### config.mk
export PLATFORM = sky130hd
export DESIGN_NAME = spi_wordq_status
export DESIGN_NICKNAME = d
export VERILOG_FILES = /design/src/rtl/spi_wq_pkg.sv /design/src/rtl/wq_fifo.sv /design/src/rtl/wq_events.sv /design/src/rtl/spi_wordq_status.sv
export SDC_FILE = /design/constraint.sdc
export NUM_CORES = 1
export LEC_CHECK = 0
export BUFFER_PORTS_ARGS = -buffer_cell sky130_fd_sc_hd__buf_4
export CAP_MARGIN = 30
export CORE_ASPECT_RATIO = 2
export CORE_MARGIN = 1.5
export CORE_UTILIZATION = 65
export DETAILED_ROUTE_END_ITERATION = 12
export PLACE_DENSITY = 0.85
export SYNTH_ARGS = -nofsm -noshare
export SYNTH_HDL_FRONTEND = slang
export SYNTH_HIERARCHICAL = 1
export SYNTH_SLANG_ARGS = --single-unit
export TNS_END_PERCENT = 1
### constraint.sdc
create_clock -name clk -period 8.1 [get_ports clk]
set_clock_uncertainty 0.1 [all_clocks]
set_input_delay 0.405 -clock clk [delete_from_list [all_inputs] [get_ports clk]]
set_output_delay 0.405 -clock clk [all_outputs]
set_load 0.03 [all_outputs]
### src/rtl/spi_wq_pkg.sv
`timescale 1ns/1ps
package spi_wq_pkg;
    // Register byte offsets on the 6-bit bus
    localparam int          REG_AW    = 6;
    localparam logic [5:0]  A_STATUS  = 6'h0C;
    localparam logic [5:0]  A_IEN     = 6'h10;
    localparam logic [5:0]  A_THR     = 6'h14;
    localparam logic [5:0]  A_LEVEL   = 6'h18;
    localparam logic [5:0]  A_TXD     = 6'h1C;
    localparam logic [5:0]  A_RXD     = 6'h20;

    // Width of each packed level / threshold field
    localparam int          LVL_W     = 4;
    localparam logic [2*LVL_W-1:0] THR_RESET = 8'h80;

    // Number of sticky events (status bits 1..NUM_EV)
    localparam int          NUM_EV    = 5;

    // Event index inside the sticky vector (status bit = index + 1)
    localparam int          EV_DONE   = 0;
    localparam int          EV_TXTH   = 1;
    localparam int          EV_RXTH   = 2;
    localparam int          EV_TXUF   = 3;
    localparam int          EV_RXOF   = 4;
endpackage

### src/rtl/wq_fifo.sv
`timescale 1ns/1ps
module wq_fifo #(
    parameter int DEPTH = 8,
    parameter int DW    = 32
) (
    input  logic                            clk,
    input  logic                            rst_n,
    input  logic                            push,
    input  logic                            pop,
    input  logic [DW-1:0]                   wdata,
    output logic [DW-1:0]                   head,
    output logic [$clog2(DEPTH+1)-1:0]      level,
    output logic                            full,
    output logic                            empty
);
    localparam int CW = $clog2(DEPTH+1);
    localparam int PW = (DEPTH > 1) ? $clog2(DEPTH) : 1;

    logic [DW-1:0] mem [DEPTH];
    logic [PW-1:0] wr_ptr, rd_ptr;
    logic [CW-1:0] cnt_q;
    logic          push_ok, pop_ok;

    function automatic logic [PW-1:0] bump(input logic [PW-1:0] p);
        return (p == PW'(DEPTH-1)) ? '0 : p + 1'b1;
    endfunction

    assign full    = (cnt_q == CW'(DEPTH));
    assign empty   = (cnt_q == '0);
    assign push_ok = push & ~full;   // full push dropped
    assign pop_ok  = pop & ~empty;   // empty pop harmless
    assign level   = cnt_q;
    assign head    = empty ? '0 : mem[rd_ptr];

    always_ff @(posedge clk) begin
        if (push_ok) begin
            mem[wr_ptr] <= wdata;
        end
    end

    always_ff @(posedge clk or negedge rst_n) begin
        if (!rst_n) begin
            wr_ptr <= '0;
            rd_ptr <= '0;
            cnt_q  <= '0;
        end else begin
            if (push_ok) wr_ptr <= bump(wr_ptr);
            if (pop_ok)  rd_ptr <= bump(rd_ptr);
            unique case ({push_ok, pop_ok})
                2'b10:   cnt_q <= cnt_q + 1'b1;
                2'b01:   cnt_q <= cnt_q - 1'b1;
                default: cnt_q <= cnt_q;
            endcase
        end
    end
endmodule

### src/rtl/wq_events.sv
`timescale 1ns/1ps
module wq_events #(
    parameter int NEV = 5
) (
    input  logic           clk,
    input  logic           rst_n,
    input  logic [NEV-1:0] set_ev,
    input  logic [NEV-1:0] clr_ev,
    input  logic [NEV-1:0] enable,
    output logic [NEV-1:0] ev_q,
    output logic           irq
);
    // One sticky flop per event; a set in the clearing cycle wins
    for (genvar i = 0; i < NEV; i++) begin : g_ev
        always_ff @(posedge clk or negedge rst_n) begin
            if (!rst_n) begin
                ev_q[i] <= 1'b0;
            end else if (set_ev[i]) begin
                ev_q[i] <= 1'b1;
            end else if (clr_ev[i]) begin
                ev_q[i] <= 1'b0;
            end
        end
    end

    // enabled sticky events only; the busy bit never reaches here
    assign irq = |(ev_q & enable);
endmodule

### src/rtl/spi_wordq_status.sv
`timescale 1ns/1ps
module spi_wordq_status
    import spi_wq_pkg::*;
#(
    parameter int DEPTH = 8,
    parameter int DW    = 32
) (
    input  logic              clk,
    input  logic              rst_n,
    input  logic              bus_wr,
    input  logic              bus_rd,
    input  logic [5:0]        bus_addr,
    input  logic [DW-1:0]     bus_wdata,
    output logic [DW-1:0]     bus_rdata,
    input  logic              eng_busy,
    input  logic              eng_tx_mode,
    input  logic              eng_tx_req,
    output logic              eng_tx_ack,
    output logic [DW-1:0]     eng_tx_word,
    input  logic              eng_rx_valid,
    input  logic [DW-1:0]     eng_rx_word,
    input  logic              eng_done,
    output logic              irq
);
    localparam int CW = $clog2(DEPTH+1);

    logic [CW-1:0]        tx_level, rx_level;
    logic                 tx_full, tx_empty, rx_full, rx_empty;
    logic [DW-1:0]        tx_head, rx_head;
    logic [NUM_EV-1:0]    ien_q, ev_q, ev_set, ev_clr;
    logic [2*LVL_W-1:0]   thr_q;
    logic [LVL_W-1:0]     tx_lvl_f, rx_lvl_f;
    logic [NUM_EV:0]      stat_vec;
    logic                 wr_status, wr_ien, wr_thr, wr_txd, rd_rxd;

    assign wr_status = bus_wr && (bus_addr == A_STATUS);
    assign wr_ien    = bus_wr && (bus_addr == A_IEN);
    assign wr_thr    = bus_wr && (bus_addr == A_THR);
    assign wr_txd    = bus_wr && (bus_addr == A_TXD);
    assign rd_rxd    = bus_rd && (bus_addr == A_RXD);

    // Transmit queue: bus pushes, engine pulls
    wq_fifo #(.DEPTH(DEPTH), .DW(DW)) u_txq (
        .clk   (clk),
        .rst_n (rst_n),
        .push  (wr_txd),
        .pop   (eng_tx_req),
        .wdata (bus_wdata),
        .head  (tx_head),
        .level (tx_level),
        .full  (tx_full),
        .empty (tx_empty)
    );

    // Receive queue: engine delivers, bus pops
    wq_fifo #(.DEPTH(DEPTH), .DW(DW)) u_rxq (
        .clk   (clk),
        .rst_n (rst_n),
        .push  (eng_rx_valid),
        .pop   (rd_rxd),
        .wdata (eng_rx_word),
        .head  (rx_head),
        .level (rx_level),
        .full  (rx_full),
        .empty (rx_empty)
    );

    assign eng_tx_ack  = eng_tx_req & ~tx_empty;
    assign eng_tx_word = tx_head;

    assign tx_lvl_f = LVL_W'(tx_level);
    assign rx_lvl_f = LVL_W'(rx_level);

    // Event sources
    always_comb begin
        ev_set           = '0;
        ev_set[EV_DONE]  = eng_done;
        ev_set[EV_TXTH]  = (tx_lvl_f <= thr_q[LVL_W-1:0]);
        ev_set[EV_RXTH]  = (rx_lvl_f >= thr_q[2*LVL_W-1:LVL_W]);
        ev_set[EV_TXUF]  = eng_tx_req & eng_tx_mode & tx_empty;
        ev_set[EV_RXOF]  = eng_rx_valid & rx_full;
    end

    assign ev_clr = wr_status ? bus_wdata[NUM_EV:1] : '0;

    wq_events #(.NEV(NUM_EV)) u_ev (
        .clk    (clk),
        .rst_n  (rst_n),
        .set_ev (ev_set),
        .clr_ev (ev_clr),
        .enable (ien_q),
        .ev_q   (ev_q),
        .irq    (irq)
    );

    // Control registers
    always_ff @(posedge clk or negedge rst_n) begin
        if (!rst_n) begin
            ien_q <= '0;
            thr_q <= THR_RESET;
        end else begin
            if (wr_ien) ien_q <= bus_wdata[NUM_EV-1:0];
            if (wr_thr) thr_q <= bus_wdata[2*LVL_W-1:0];
        end
    end

    assign stat_vec = {ev_q, eng_busy};

    // Read path
    always_comb begin
        unique case (bus_addr)
            A_STATUS: bus_rdata = DW'(stat_vec);
            A_IEN:    bus_rdata = DW'(ien_q);
            A_THR:    bus_rdata = DW'(thr_q);
            A_LEVEL:  bus_rdata = DW'({tx_lvl_f, rx_lvl_f});
            A_RXD:    bus_rdata = rx_head;
            default:  bus_rdata = '0;
        endcase
    end
endmodule

==> impl_summary.md <==
Synth
The number of different library cells used by synthesis comes to 47. By count the netlist is led by edfxtp_1 (512), mux4_2 (126), nor2_1 (80), mux2i_1 (69), dfrtp_1 (37). Of all cell types, the one taking the most synthesized area is edfxtp_1. During synthesis, Yosys emitted a total of 6 warnings. The number of synthesized flops with an enable pin is about 510. The total standard cell area after synthesis is about 22000 um^2. Synthesis produced a netlist whose cell count is between 1000 and 1500. The share of Yosys cell area claimed by the top area cell type is a little under 70%. After synthesis, flip-flops and latches occupy between 70% and 80% of the total area. The per-instance average area after synthesis is 20.3 um^2. The number of nets handed over by synthesis was around 1200. Among all flip-flop cells after synthesis, the most frequent one is edfxtp_1. In the synthesized netlist the async set-or-reset flop fraction comes to between 6 and 7%. The flip-flop and latch count after synthesis is 550. Sorting the synthesized cells by area gives the leading types as edfxtp_1 (69%), mux4_2 (13%), dfrtp_1 (4.2%).

Among all cell types in the netlist, the one instantiated most often is edfxtp_1.

Cells and area
The sequential cells in the finished layout cover a total of around 16000 um^2. The post-synthesis to final-layout area growth is 16.7%. After routing the design area is about 26000 um^2. In the final layout, the multi-input gates occupy ~5500 um^2.

Cells fill around 77% of the core in the end. In the final design database the tool counted roughly 1400 nets. Of the cells placed in the final design, the portion with a size suffix greater than 1 is 30.8%. The count of filler cells inserted in the layout is between 1500 and 2000.

Routing
For this run, design rule violations remaining after detail routing come to 0. Once detail routing completed, the nets flagged for antenna violations numbered 0. The total via count after detailed routing is 11200. The detailed router's first-iteration violation count is 842.

Wires add up to about 46000 um. The via-per-instance ratio is 6.25. The number of search-and-repair iterations in the first detailed-routing pass is 9. In the final routed layout, each cell accounts on average for roughly 26 um.

Placed design
The placed wire-length estimate is 26900 um. In this run the cell area measured after placement is 23800 um^2. The final weighted congestion of routability-driven global placement is between 0.7 and 0.8. Port buffering added between 100 and 150 buffers.

Run status
The run finished with clean final reports.

GRT
The total overflow reported by the global router is 0. The wire length of the first global-routing pass is 70900 um. The pin count of the biggest net entering global routing is 67.

Global routing used a little over a quarter of the available tracks across all layers. The number of antenna violations at the first check in global routing came to 1. The via count of the first global-routing pass is 12200.

Floorplan
Measured along the y axis, the die boundary spans approximately 260 um. The floorplan die area is ~35000 um^2. The core footprint is between 30000 and 40000 um^2. The number of rows in the core area is 95. The top-level I/O count is 145.

Measured along the x axis, the die boundary spans ~130 um. For this configuration, the core starts out at a cell density of between 60% and 70%.

STA
The achievable clock frequency is roughly 250 MHz. The final worst hold slack is between 15 and 20 ps. The clock period could shrink to 4000 ps. For the pin with the worst max-slew slack, the measured transition is roughly 950 ps. The share of the clock period used by the worst path after layout is approximately half. Setup repair after global routing left no endpoint under its margin. The relative max-transition margin is 36.9%. After routing, the total negative slack on setup checks comes to 0 ps. The number of slew-limit violations in the final report is 0. The final count of hold timing violations came to 0. Setup violations remaining at the end of the flow were counted as 0.

Setup path
Of all nets on the critical path, the largest fanout is between 40 and 50. Counting cells, the worst reg-to-reg path comes to 11. The worst register-to-register path begins at u_txq/level[2].

The critical path launch point type is a flip-flop. Data on the critical path is required at its endpoint by 7600 ps. By startpoint and endpoint, the worst setup path is classified as reg -> out. The data arrival time at the worst-slack endpoint is between 3000 and 4000 ps. Following the worst setup path forward leads to its endpoint at bus_rdata[5].

The end of the worst register-to-register path is u_txq/level[2]. The worst setup path is captured at an output port. The setup check on the worst reg-to-reg path leaves a slack of around 5200 ps. The first element of the critical path is u_rxq/rd_ptr[0].

Power
The overall power of the completed layout is 7.74 mW. The standby leakage power is around 9 nW. The maximum resistive drop on vdd is 0.306 mV.

In this run the power density over the cells is 299 nW/um^2.

Clocking
Clock-pin slew was measured on the worst setup and hold paths at roughly 70 ps. The total clock buffers created by CTS is between 40 and 50. The clock tree root driver cell is clkbuf_16. TritonCTS built the clock tree. At the later pin of the worst-skew pair, clock insertion delay measures between 500 and 600 ps. The tree built by TritonCTS fans out to 550 sinks.

After clock tree synthesis, the setup repair step added 0 buffers. The largest buffer count on any clock path is 3. The clock tree synthesis step divided the H-tree into 2 levels.

Hold path
The min-delay analysis places its worst path in the category in -> reg.

Job
The reported max-cap violation count is 0.
report_power, final:
| group | switching [mW] | internal, mW |
|---|---|---|
| clock network | 0.945 | 1.16 |
| registers | 0.211 | 3.36 |
| logic | 1.13 | 0.930 |
registers in the layout, summed over array words and instances, names as in the netlist:
register / cells
ien_q: 5
thr_q: 8
u_ev/ev_q: 5
u_rxq/level: 4
u_rxq/mem: 256
u_rxq/rd_ptr: 3
u_rxq/wr_ptr: 3
u_txq/level: 4
u_txq/mem: 256
u_txq/rd_ptr: 3
u_txq/wr_ptr: 3
area by class of cell:
cell class / count / share of cell area (%)
multi-input cells: 471 / 21.3
well taps: 436 / 2.11
clock buffers: 49 / 4.49
flip-flops and latches: 550 / 63.2
inverters: 17 / 0.247
repair buffers: 233 / 7.58
diodes: 1 / 0.00968
clock inverters: 28 / 0.988
worst max-delay path: stages (launching register included):
cell and delay [ps]:
dfrtp_4 690, buf_4 760, mux4_2 600, mux2i_1 150, nor2_1 50, a222oi_1 320
nand2_1 140, buf_4 190
through the flow:
step	instances	worst slack [ps]
floorplan	1092	2970
global placement	1644	4620
detailed placement	1647	4580
CTS	1784	3980
global route	1785	3860
finish	1785	4100
metal layers:
layer | track usage, % | wire length [um] | vias up
met5 | 0 | 0 | -
met4 | 11.0 | 1440 | 0
met3 | 3.90 | 2680 | 99
met2 | 51.4 | 26700 | 450
met1 | 31.1 | 15600 | 5781
li1 | - | - | 4833
worst min path at each step:
stage                      start  slack [ps]               to  depth (start not counted)
floorplan                  rst_n           9         ien_q[0]                          0
detailed placement         rst_n         300  u_rxq/rd_ptr[0]                          1
global route        bus_wdata[0]          20  u_txq/mem[4][0]                          1
finish              bus_wdata[1]          20  u_txq/mem[1][1]                          1
CTS                 bus_wdata[1]           5  u_txq/mem[1][1]                          1
global placement           rst_n         300  u_rxq/rd_ptr[0]                          1
cell families (layout without fill, tap and decap cells):
logic type               after synthesis  after routing  synth area share (%)
buffers and inverters                 71            327                  1.86
other                                  0              1                     0
AND/OR/NAND/NOR                      176            176                  4.12
multiplexers                         218            218                  17.2
adder cells (fa/ha/maj)               22             22                  1.24
flip-flops                           550            550                  73.7
XOR/XNOR                              10             10                 0.396
AO/OA/AOI/OAI                         45             45                  1.42
cell usage in the layout (no fill, tap or decap), types with 3 or more instances in the layout:
master         synthesis  layout
bufinv_16              0       4
a22oi_1                8       8
ha_1                  22      22
mux2i_1               69      69
buf_16                 0       3
nor2b_1                3       3
inv_1                 15      15
clkbuf_16              0      45
o21ai_0                7       7
mux4_2               126     126
nor3_2                 0       8
nor2_1                80      74
dfrtp_1               37      31
nor3_1                15       7
a21o_1                 8       8
o211ai_1               3       3
buf_4                  0     170
mux2_2                15      15
nand3b_1               4       4
nand2b_1               8       8
edfxtp_1             512     512
xor2_1                 8       8
clkinv_2               0       8
clkinv_1               0       8
nor2_4                 0       6
nand2_1               15      15
clkinvlp_4             0       4
clkinv_4               0       4
mux2_1                 6       6
nand3_1                4       4
and3_1                 6       6
a21oi_1                9       9
dlygate4sd3_1          0      60
dfrtp_2                0       4
and2_1                28      28
what timing repair did:
| item | in CTS | in global routing |
|---|---|---|
| hold buffers | 60 | 0 |
| hold endpoints to repair | 502 | 0 |
| resized for setup | 0 | 0 |
| endpoints found under the setup margin | 0 | 0 |
Power figures use the tool's default switching activity.
